==> config.mk <==
export PLATFORM = sky130hd
export DESIGN_NAME = sio_cfg_port
export DESIGN_NICKNAME = d
export VERILOG_FILES = /design/src/rtl/sio_cfg_port.sv
export SDC_FILE = /design/constraint.sdc
export NUM_CORES = 1
export LEC_CHECK = 0
export BUFFER_PORTS_ARGS = -buffer_cell sky130_fd_sc_hd__clkbuf_2
export CORE_UTILIZATION = 48
export DETAILED_ROUTE_END_ITERATION = 7
export HOLD_SLACK_MARGIN = 0.08
export PLACE_DENSITY = 0.83
export SYNTH_ARGS = -nofsm -noshare
export SYNTH_HDL_FRONTEND = slang
export SYNTH_SLANG_ARGS = --single-unit
==> constraint.sdc <==
create_clock -name clk -period 2.2 [get_ports clk]
set_input_delay 0.22 -clock clk [delete_from_list [all_inputs] [get_ports clk]]
set_output_delay 0.22 -clock clk [all_outputs]
set_load 0.01 [all_outputs]
==> src/rtl/sio_cfg_port.sv <==
module sio_cfg_port #(
  parameter int          ADDR_W    = 16,
  parameter logic [7:0]  CHIP_ID   = 8'hC5,
  parameter int          NUM_LDEV  = 16,
  parameter int          WDT_LDN   = 8,
  parameter logic [7:0]  KEY_ENTER = 8'h87,
  parameter logic [7:0]  KEY_EXIT  = 8'hAA
) (
  input  logic              clk,
  input  logic              rst_n,
  input  logic              alt_base,
  input  logic [ADDR_W-1:0] host_addr,
  input  logic              host_wr,
  input  logic              host_rd,
  input  logic [7:0]        host_wdata,
  output logic [7:0]        host_rdata,
  output logic [7:0]        dev_ldn,
  output logic [7:0]        dev_idx,
  output logic              dev_wr,
  output logic              dev_rd,
  output logic [7:0]        dev_wdata,
  input  logic [7:0]        dev_rdata,
  output logic [NUM_LDEV-1:0] dev_active,
  output logic              wdog_active
);
  localparam int LDN_W = (NUM_LDEV > 1) ? $clog2(NUM_LDEV) : 1;
  localparam logic [ADDR_W-1:0] BASE_LO = ADDR_W'(16'h002E);
  localparam logic [ADDR_W-1:0] BASE_HI = ADDR_W'(16'h004E);
  localparam logic [7:0] IDX_LDN = 8'h07;
  localparam logic [7:0] IDX_ID  = 8'h20;
  localparam logic [7:0] IDX_ACT = 8'h30;

  logic              unlocked, key_half;
  logic [7:0]        idx_q, ldn_q;
  logic [NUM_LDEV-1:0] act_q;
  logic [ADDR_W-1:0] base;
  logic              idx_hit, dat_hit, cfg_wr, cfg_rd, in_dev_win, ldn_ok;
  logic [7:0]        reg_rd;

  assign base       = alt_base ? BASE_HI : BASE_LO;
  assign idx_hit    = (host_addr == base);
  assign dat_hit    = (host_addr == base + ADDR_W'(1));
  assign cfg_wr     = host_wr && unlocked && dat_hit;
  assign cfg_rd     = host_rd && unlocked && dat_hit;
  assign in_dev_win = (idx_q[7:4] == 4'hF);
  assign ldn_ok     = (int'(ldn_q) < NUM_LDEV);

  always_ff @(posedge clk) begin
    if (!rst_n) begin
      unlocked <= 1'b0;
      key_half <= 1'b0;
      idx_q    <= 8'h00;
    end else if (host_wr && idx_hit) begin
      if (!unlocked) begin
        if (host_wdata == KEY_ENTER) begin
          unlocked <= key_half;
          key_half <= !key_half;
        end else begin
          key_half <= 1'b0;
        end
      end else if (host_wdata == KEY_EXIT) begin
        unlocked <= 1'b0;
        key_half <= 1'b0;
      end else begin
        idx_q <= host_wdata;
      end
    end
  end

  always_ff @(posedge clk) begin
    if (!rst_n) begin
      ldn_q <= 8'h00;
      act_q <= '0;
    end else if (cfg_wr) begin
      if (idx_q == IDX_LDN) ldn_q <= host_wdata;
      if (idx_q == IDX_ACT && ldn_ok) act_q[ldn_q[LDN_W-1:0]] <= host_wdata[0];
    end
  end

  always_comb begin
    reg_rd = 8'h00;
    if (in_dev_win) reg_rd = dev_rdata;
    else begin
      case (idx_q)
        IDX_LDN: reg_rd = ldn_q;
        IDX_ID:  reg_rd = CHIP_ID;
        IDX_ACT: reg_rd = ldn_ok ? {7'b0, act_q[ldn_q[LDN_W-1:0]]} : 8'h00;
        default: reg_rd = 8'h00;
      endcase
    end
  end

  always_comb begin
    host_rdata = 8'h00;
    if (host_rd && (idx_hit || dat_hit)) begin
      if (!unlocked)    host_rdata = 8'hFF;
      else if (idx_hit) host_rdata = idx_q;
      else              host_rdata = reg_rd;
    end
  end

  assign dev_ldn     = ldn_q;
  assign dev_idx     = idx_q;
  assign dev_wdata   = host_wdata;
  assign dev_wr      = cfg_wr && in_dev_win;
  assign dev_rd      = cfg_rd && in_dev_win;
  assign dev_active  = act_q;
  assign wdog_active = act_q[WDT_LDN];


  unlock_needs_key_chk: assert property (@(posedge clk) disable iff (!rst_n)
    $rose(unlocked) |-> $past(host_wr && idx_hit && host_wdata == KEY_ENTER));


  exit_key_locks_chk: assert property (@(posedge clk) disable iff (!rst_n)
    (unlocked && host_wr && idx_hit && host_wdata == KEY_EXIT) |=> (!unlocked && $stable(idx_q)));


  locked_quiet_chk: assert property (@(posedge clk) disable iff (!rst_n)
    !unlocked |-> (!dev_wr && !dev_rd));


  locked_state_hold_chk: assert property (@(posedge clk) disable iff (!rst_n)
    (!unlocked && !$rose(unlocked)) |=> ($stable(ldn_q) && $stable(act_q)));


  one_active_change_chk: assert property (@(posedge clk) disable iff (!rst_n)
    $countones(act_q ^ $past(act_q)) <= 1);


  wdog_follows_chk: assert property (@(posedge clk) disable iff (!rst_n)
    wdog_active == dev_active[WDT_LDN]);
endmodule

; Word-level counts from Yosys, hierarchy flattened
; Index checks and enable logic that the tools add are counted.
[classes]
magnitude_cmp = 3
bitwise = 1
addsub = 1
mux = 18
n_reduce_logical = 16
eq_ne = 9
[op_table]
columns = op, n
row1 = 8-bit two-way mux, 4
row2 = 8-bit one-hot mux with 3 select lines, 1
row3 = 16-bit bitwise mux, 1
row4 = 16-bit by 7-bit equality test with 1-bit output, 1
row5 = 16-bit by 8-bit equality test with 1-bit output, 1
row6 = 8-bit by 6-bit equality test with 1-bit output (second input constant), 2
row7 = 8-bit equality test (second input constant), 2
row8 = 1-bit logical AND, 10
row9 = 1-bit two-way mux, 9
row10 = 7-bit by 1-bit adder with 8-bit output (second input constant), 1
row11 = 8-bit by 3-bit equality test with 1-bit output (second input constant), 1
row12 = 8-bit by 5-bit < comparator with 1-bit output (second input constant), 1
row13 = 7-bit two-way mux, 1
row14 = 2-bit AND reduction, 3
row15 = 4-bit by 5-bit < comparator with 1-bit output (second input constant), 1
row16 = 1-bit binary-select mux with 4-bit select, 1
row17 = 1-bit demux with 4-bit select, 1
row18 = 4-bit equality test (second input constant), 1
row19 = 4-bit by 1-bit greater-or-equal comparator with 1-bit output (second input constant), 1
row20 = 3-bit AND reduction, 1
row21 = 2-bit by 1-bit inequality test with 1-bit output (second input constant), 1
row22 = 1-bit logical NOT, 1
row23 = 1-bit logical OR, 1
row24 = 1-bit NOT, 1
[word_totals]
ff_bits = 34
wordCells = 53
inputBits = 37
out_inout_bits = 51

; Depth between registers and ports, before layout
; Gate-level depths: netlist of the first run.
[logic_depth]
ltp_word = 8
mapped_depth = 7

; Worst setup path after synthesis of the first run
; No wires, ideal clock.
[synth_timing]
kind = flip-flop to output port
from = register ldn_q[3], in the netlist dev_ldn[3]
to = output host_rdata[0]
path_slack_ns = 0.275
arrival_time_ns = 1.705
t_required_ns = 1.980
stages_incl_launch_ff = 8
cell_sequence = dfxtp_1 -> buf_4 -> mux2i_1 -> a31o_2 -> a211o_1 -> a21oi_1 -> o221ai_1 -> a31oi_1
[synth_between]
elab_chain_cells = 8
[synth_lines]
columns = element, line_no
row1 = start: declaration, 34  ; logic [7:0] idx_q, ldn_q;
row2 = start signal: assignment, 75  ; if (idx_q == IDX_LDN) ldn_q <= host_wdata;
row3 = 1-bit binary-select mux with 4-bit select, 87  ; IDX_ACT: reg_rd = ldn_ok ? {7'b0, act_q[ldn_q[LDN_W-1:0]]} : 8'h00;
row4 = 1-bit two-way mux (implied by the code), 87
row5 = 1-bit two-way mux *, 87
row6 = 8-bit one-hot mux with 3 select lines *, 84  ; case (idx_q)
row7 = 8-bit two-way mux *, 82  ; if (in_dev_win) reg_rd = dev_rdata;
row8 = 8-bit two-way mux *, 97  ; else if (idx_hit) host_rdata = idx_q;
row9 = 8-bit two-way mux *, 96  ; if (!unlocked) host_rdata = 8'hFF;
row10 = 8-bit two-way mux *, 95  ; if (host_rd && (idx_hit || dat_hit)) begin
row11 = end: declaration, 16  ; output logic [7:0] host_rdata,
; Every way passes the cells marked *; elsewhere a longest branch is shown, timed or not. The select of a mux whose other input is x is not followed.

; Worst setup path after layout of the first run
; Same ends and word-level chain as after synthesis.

==> results of run 1 <==
## what timing repair did
item | CTS | global route
pin swaps | 0 | 7
gates resized for setup | 4 | 11
buffers inserted | 0 | 2
setup endpoints to repair | 4 | 7
gates cloned | 0 | 0
## path summary, 6_finish.rpt
check,startpoint,to,depth (start not counted)
max,dev_ldn[3],host_rdata[0],7
min,host_wdata[4],dev_idx[4],3
min reg2reg,dev_active[11],dev_active[11],2
max reg2reg,dev_idx[2],dev_active[3],6
## per-stage QoR
stage | util | cell area (µm²) | setup TNS (ns)
floorplan | - | 2108 | 0
global placement | 0.6218 | 2559 | 0
detailed placement | 0.6218 | 2559 | 0
CTS | 0.6455 | 2656 | -0.01564
global route | 0.6570 | 2704 | -0.1052
finish | 0.6570 | 2704 | 0
## layout make-up
| cell class | count | area (µm²) |
|---|---|---|
| inverter | 2 | 7.507 |
| tap | 50 | 62.56 |
| sequential | 34 | 691.9 |
| clock inverter | 1 | 5.005 |
| fill | 339 | 1411 |
| multi-input combinational | 186 | 1303 |
| clock buffer | 7 | 86.33 |
| timing repair buffer | 102 | 548.0 |
## per-layer routing
layer	track usage	vias to the layer above
met5	0	-
met4	0.1198	0
met3	0.05333	13
met2	0.4216	109
met1	0.3573	1028
li1	-	1084
## cell usage in the layout, fill, tap and decap left out, types with 3 or more instances in the layout
master	count
sky130_fd_sc_hd__o21ai_0	15
sky130_fd_sc_hd__nor3_1	3
sky130_fd_sc_hd__nand2_1	34
sky130_fd_sc_hd__nor4_1	8
sky130_fd_sc_hd__a22oi_1	4
sky130_fd_sc_hd__buf_4	15
sky130_fd_sc_hd__clkbuf_8	6
sky130_fd_sc_hd__nor4_2	11
sky130_fd_sc_hd__nand3_1	20
sky130_fd_sc_hd__clkbuf_2	86
sky130_fd_sc_hd__dfxtp_1	27
sky130_fd_sc_hd__a21oi_1	15
sky130_fd_sc_hd__nor2_1	11
sky130_fd_sc_hd__nand2b_1	4
sky130_fd_sc_hd__dfxtp_2	6
sky130_fd_sc_hd__mux2i_1	20
## worst max-delay path, delay by kind of cell, from the launching register on
kind,cells,cell delay (ns)
DFF,1,0.37
AOI/OAI and AO/OA,5,1.02
muxes,1,0.13
buffers and inverters,1,0.16
## cells by family (layout without fill, tap and decap cells)
group           count (synthesis)  count (layout)  synth area share
flops                          34              34            0.3228
mux                            22              22            0.1163
buf+inv                        27             112           0.07240
compound gates                 51              51            0.1502
simple gates                  113             113            0.3383
## power by group through the flow
stage	Combinational, µW	Clock [µW]	Sequential (µW)
2_1_floorplan	40.8	0	629
3_3_place_gp	82.9	0	629
3_5_place_dp	84.1	0	629
4_1_cts	84.5	485	614
5_1_grt	93.4	520	613
6_report	85.0	477	614
## flip-flops by register name, summed over array words and instances (netlist names)
name	cells
key_half	1
dev_active	16
dev_idx	8
dev_ldn	8
unlocked	1
==> impl_summary.md, run 1 <==
Setup path
The endpoint kind of the worst setup timing path is a primary output. Traced cell by cell, the critical path runs through mux2i_1, a31o_2, a211o_1, a21oi_2, o221ai_2, a31oi_1, buf_2. The kind of launch point of the worst setup path is a flop. The data arrival time of the worst path is 1.97 ns. The critical path data required time is 1.98 ns.

In this run the worst path has a maximum fanout of 6. In this run the register-to-register setup slack is 0.28 ns. Among all stages on the critical path, the largest delay is contributed by sky130_fd_sc_hd__dfxtp_4.

On the worst path, the slowest cell contributes a delay of 0.37 ns. The kind of critical path is reg2out.

Drt
After detailed routing, the average wire length per cell comes to 16.32 µm. The length of routed wiring on met1 is 2650 µm. For this block, the initial DRC count from the detailed router was 238. The first detailed-routing pass took 4 iterations. The vias after detailed routing is 2234. In the routed layout, each cell is associated on average with a via count of 5.848.

Detailed routing placed a total of 465 µm of wire on met3. The highest layer touched by signal routing is met4. The detail route stage leaves a number of antenna-violating nets equal to 0.

After detailed routing, the number of remaining DRC violations is 0. Summed over all nets, wire length on met2 after detailed routing comes to 2998 µm. The detailed-route wire length is 6235 µm.

Cells and area
The net count of the finished layout is 368. The final cell count without fillers is 382. The area added between synthesis and finish is 28.25%.

The diode insertion count for antenna repair is 0. The proportion of layout cells with a drive suffix above 1 is 0.4367.

Timing
Setup repair after global routing could not meet its margin everywhere. The count of final max-slew check failures is 0. Timing would allow up to 456.1 MHz. Setup slack on the critical path of the routed design comes to 0.007381 ns. The final hold slack is 0.2111 ns. In the finished design, the share of the clock period the worst path needs comes to 0.9966. The setup violation total in the final timing report is 0. The clock period could shrink to 2.193 ns. The transition at the pin with the smallest max-transition slack is 0.6120 ns. Measured against its own limit, the worst slew margin works out to 0.5910. The final setup skew is 0.006256 ns. The hold violation total from the final report was 0.

Clocking
After clock tree synthesis, the clock-pin slew on the worst setup and hold paths is 0.06 ns. The count of hold buffers inserted by post-cts repair is 0. TritonCTS built the clock tree.

No sink is reached through more buffers than the 2 on the longest clock path. The cell at the root of the clock tree is sky130_fd_sc_hd__clkbuf_8. The number of levels in the clock H-tree is 2. The later pin in the worst-skew pair is clocked with a latency of 0.29 ns. The clock sink count is 34. The total clock buffers created by CTS is 5.

Pwr
The internal power contribution is 901.7 µW. The static leakage is 0.001104 µW. The net load switching power is 274.6 µW.

The clock share of power is 0.406. For this design the ratio of total power to cell area is 435.1 nW/µm². The power share of the combinational group is 0.072.

The peak ir drop on the vdd network is 0.3891 mV. Overall power consumption after layout is estimated at 1176 µW. Of the total power, the share spent switching nets is 0.2334. The share of total power dissipated in sequential elements is 0.522.

Floorplanning
The vertical die dimension is 68.28 µm. The area of the die is 4661 µm². The number of top-level pins is 88. The effective utilization at floorplan is 0.5123. The number of rows in the core area is 23.

The area inside the core boundary is 4115 µm². The x dimension of the die is 68.28 µm.

Yosys
Of the post-synthesis cell area, the dominant cell type holds 0.3228. The number of standard cells after synthesis is 247. The sequential-to-total area share from yosys stat is 0.3228. For this run, asynchronously set or reset flops after synthesis account for 0. Counting distinct cell types in the post-synthesis netlist gives 49. Sorting the synthesized cells by how often they occur yields 34 x sky130_fd_sc_hd__dfxtp_1, 34 x sky130_fd_sc_hd__nand2_1, 20 x sky130_fd_sc_hd__mux2i_1, 20 x sky130_fd_sc_hd__nand3_1, 16 x sky130_fd_sc_hd__a21oi_1. Of all cell types, the one taking the most synthesized area is sky130_fd_sc_hd__dfxtp_1. During synthesis, Yosys emitted a total of 0 warnings.

The post-synthesis cell area is 2108 µm². The synthesized design contains 0 enable-type register cells. Ranked by total cell area, the synthesized netlist is headed by sky130_fd_sc_hd__dfxtp_1 32%, sky130_fd_sc_hd__mux2i_1 9.5%, sky130_fd_sc_hd__nor4_2 7.1%, sky130_fd_sc_hd__nand2_1 6.1%, sky130_fd_sc_hd__nand3_1 4.7%.

Counting every net in the synthesized netlist gives 284. The synthesized flop and latch total is 34. In the synthesized netlist the dominant register cell turns out to be sky130_fd_sc_hd__dfxtp_1. A synthesized cell averages 8.536 µm².

GRT
Across every metal layer, demand over resource in global routing totals 0.2702. The first global-routing pass estimated 9225 µm of wire. The number of global-route vias before repair is 1919. Entering global routing, the biggest net connects 43 pins. The number of antenna violations at the first check in global routing is 0. After global routing the overflow that remains totals 0.

Hold path
The path class of the tightest hold or removal check is in2reg.

Placed design
Timing analysis after detailed placement gives a worst setup slack of 0.1931 ns. During placement, the flow inserted port buffers numbering 87. The estimated wirelength of the detail-placed design is 4607 µm. The number of placed instances, taps included is 372. The placer's final routability congestion estimate is 0.9750.

Outcome
The run finished with clean final reports.

Run
Across the run, the number of max-cap violations was 0.
No activity file was read; power rests on OpenSTA's default activity.
==> run 2: changes to the inputs <==
==> constraint.sdc (replaced) <==
create_clock -name clk -period 2.2 [get_ports clk]
set_input_delay 0.22 -clock clk [delete_from_list [all_inputs] [get_ports clk]]
set_output_delay 0.22 -clock clk [all_outputs]
set_load 0.05 [all_outputs]
==> run 2 against run 1 <==
Final area rose by 9.0%. Utilization grew 5.9 points. Non-clock buffer count increased by 10. Clock skew decreased by 0.0019 ns. Register-to-register slack lost 0.24 ns. Critical endpoint unchanged. Largest cell class unchanged.
==> impl_summary.md, run 2 (synthesis results as in run 1) <==
Outcome
The run finished with clean final reports.

Clocking
The clock transition at the registers of the reported paths was 0.07 ns (about the same). Clock tree synthesis selected as its root buffer the cell sky130_fd_sc_hd__clkbuf_8. The number of levels in the clock H-tree was 2 (unchanged). The later-pin clock latency in the skew report is 0.29 ns (about the same). The TritonCTS clock tree is built. The deepest clock path buffer count is 2 (unchanged). The clock sink count was 34 (unchanged). The total clock buffers created by CTS is 5 (unchanged).

Timing
The hold violation total from the final report is 0 (unchanged). The maximum frequency from static timing analysis is 457.2 MHz (+0.25%). The final setup skew was 0.004353 ns (-0.001903 ns). The total negative slack for setup checks is 0 ns (unchanged).

Setup repair after global routing could not meet its margin everywhere. The shortest period the worst path allows was 2.187 ns (-0.005392 ns). The count of final max-slew check failures was 0 (unchanged). The transition at the pin with the smallest max-transition slack is 0.6128 ns (+0.0008200 ns). The post-route fraction of the period consumed by the critical path is 0.9942 (-0.002451). The relative slew slack was 0.5905 (about the same). The setup violation total in the final timing report is 0 (unchanged).

Cells and area
The share of the core filled with cells is 0.7163 (+0.05929). The final cell count without fillers is 392 (+2.6%). The total of fill cells in the finished design was 296 (-13%). The total number of nets in the final design is 378 (+2.7%). The diode insertion count for antenna repair came to 0 (unchanged).

The most common cell after layout, fill and taps aside is sky130_fd_sc_hd__clkbuf_2. The area growth from synthesis to layout is 39.82%. The number of flip-flops in the largest register is 16 (unchanged).

Leaving out fill and tap cells, the most frequent cells in the layout are 79 x sky130_fd_sc_hd__clkbuf_2, 33 x sky130_fd_sc_hd__nand2_1, 26 x sky130_fd_sc_hd__dfxtp_1, 24 x sky130_fd_sc_hd__buf_4. The proportion of layout cells with a drive suffix above 1 is 0.5000 (+0.06325).

Drt
The routed length per placed instance was 17.39 µm (+6.5%). The detailed-router iteration count before antenna repair is 4 (unchanged). The violation count after the first detailed-routing iteration is 228 (-4.2%). The remaining number of nets flagged by the antenna check after routing is 0 (unchanged). The vias after detailed routing is 2355 (+5.4%). The post-detailed-route via-to-cell ratio is 6.008 (+2.7%). The detailed-route DRC error count is 0 (unchanged).

The detailed-route wire length came to 6817 µm (+9.3%).

GRT
The overall track demand over capacity in global routing came to 0.2743 (+0.004088). The number of antenna violations at the first check in global routing is 0 (unchanged). The maximum number of pins on one net before global-route repair is 25 (-42%).

The global route total overflow came to 0 (unchanged). The wire length of the first global-routing pass is 9349 µm (+1.3%). The number of global-route vias before repair is 1941 (+1.1%).

Floorplanning
The area inside the core boundary was 4115 µm² (unchanged). The number of rows in the core area came to 23 (unchanged). The vertical die dimension came to 68.28 µm (unchanged). The area of the die was 4661 µm² (unchanged). The x dimension of the die was 68.28 µm (unchanged). The number of top-level pins was 88 (unchanged). The effective utilization at floorplan came to 0.5123 (unchanged).

Placed design
The placer's final routability congestion estimate was 0.8729 (-10%). The number of port buffers is 87 (unchanged). The estimated wirelength of the detail-placed design was 4734 µm (+2.7%). The number of placed instances, taps included came to 377 (+1.3%).

Pwr
The register share of total power is 0.471 (-0.051). The internal power contribution came to 984.6 µW (+9.2%). The peak ir drop on the vdd network is 0.3639 mV (-6.5%). The static leakage is 0.001179 µW (+6.8%). The clock share of power is 0.445 (+0.039).

The power share of the combinational group is 0.083 (+0.011). The fraction of power spent switching nets is 0.2412 (+0.007755). The cell area power density was 440.2 nW/µm² (+1.2%). The net load switching power is 312.9 µW (+14%).

Hold path
The path class of the tightest hold or removal check is in2reg.

Run
The max capacitance violation total was 0 (unchanged).

Setup path
The data arrival time of the worst path came to 1.97 ns (about the same). The critical path data required time is 1.98 ns (about the same). The largest fanout of any net on the critical path came to 6 (unchanged).

The worst setup path is captured at a primary output. STA classifies the critical path startpoint as a flop. The critical path is of the reg2out type.
-- run 2: cell types whose count changed in the layout (fill, tap and decap cells not counted), sizes merged --
cell	previous run	this run
bufinv	0	1
buf	16	32
clkbuf	93	86
clkinv	1	0
clkinvlp	0	1
-- run 2: area by class of cell --
type,count,area (µm²),area share
well taps,50,62.56,0.02122
flip-flops and latches,34,698.2,0.2368
clock inverters,2,37.54,0.01273
repair buffers,112,674.4,0.2288
clock buffers,6,72.57,0.02462
multi-input cells,186,1395,0.4733
inverters,2,7.507,0.002547
-- run 2: final timing paths --
| check | from | to | slack, ns | depth (start not counted) |
|---|---|---|---|---|
| setup reg to reg | dev_idx[6] | dev_active[3] | 0.04 | 6 |
| hold reg to reg | dev_active[11] | dev_active[11] | 0.49 | 2 |
| setup / recovery | dev_ldn[3] | host_rdata[0] | 0.01 | 7 |
| hold / removal | host_wdata[4] | dev_idx[4] | 0.19 | 3 |
-- run 2: metrics by stage --
step	total power [µW]	hold WS [ns]	cell area [µm²]	setup WS, ns
global placement	734.4	0.4667	2673	0.04593
floorplan	694.3	0.3693	2185	-0.2695
detailed placement	735.7	0.4720	2673	0.004340
CTS	1298	0.2017	2833	-0.01933
finish	1298	0.1918	2948	0.01277
global route	1337	0.2089	2948	-0.07371
-- run 2: metal layers --
metal / global-route usage / share of wire
met3: 0.07500 / 0.081
met4: 0.1172 / 0.030
met2: 0.4338 / 0.49
met5: 0 / 0
met1: 0.3468 / 0.40
-- run 2: worst max-delay path: stages (launching register included) --
cell	delay [ns]
sky130_fd_sc_hd__dfxtp_4	0.40
sky130_fd_sc_hd__mux4_2	0.50
sky130_fd_sc_hd__a2bb2oi_1	0.14
sky130_fd_sc_hd__nand3_1	0.10
sky130_fd_sc_hd__a21oi_2	0.07
sky130_fd_sc_hd__o221ai_2	0.19
sky130_fd_sc_hd__a31oi_4	0.12
sky130_fd_sc_hd__buf_8	0.16
-- run 2: timing repair --
item,in CTS,in global routing
setup buffers,0,7
pin swaps,1,8
hold buffers,0,0
gates resized for setup,14,30
setup endpoints to repair,7,8
-- run 2: power by group through the flow --
stage               clock (µW)  combinational [µW]  sequential [µW]
global route               609                 116              611
finish                     578                 108              611
CTS                        577                 107              614
floorplan                    0                65.1              629
global placement             0                 105              629
detailed placement           0                 106              629
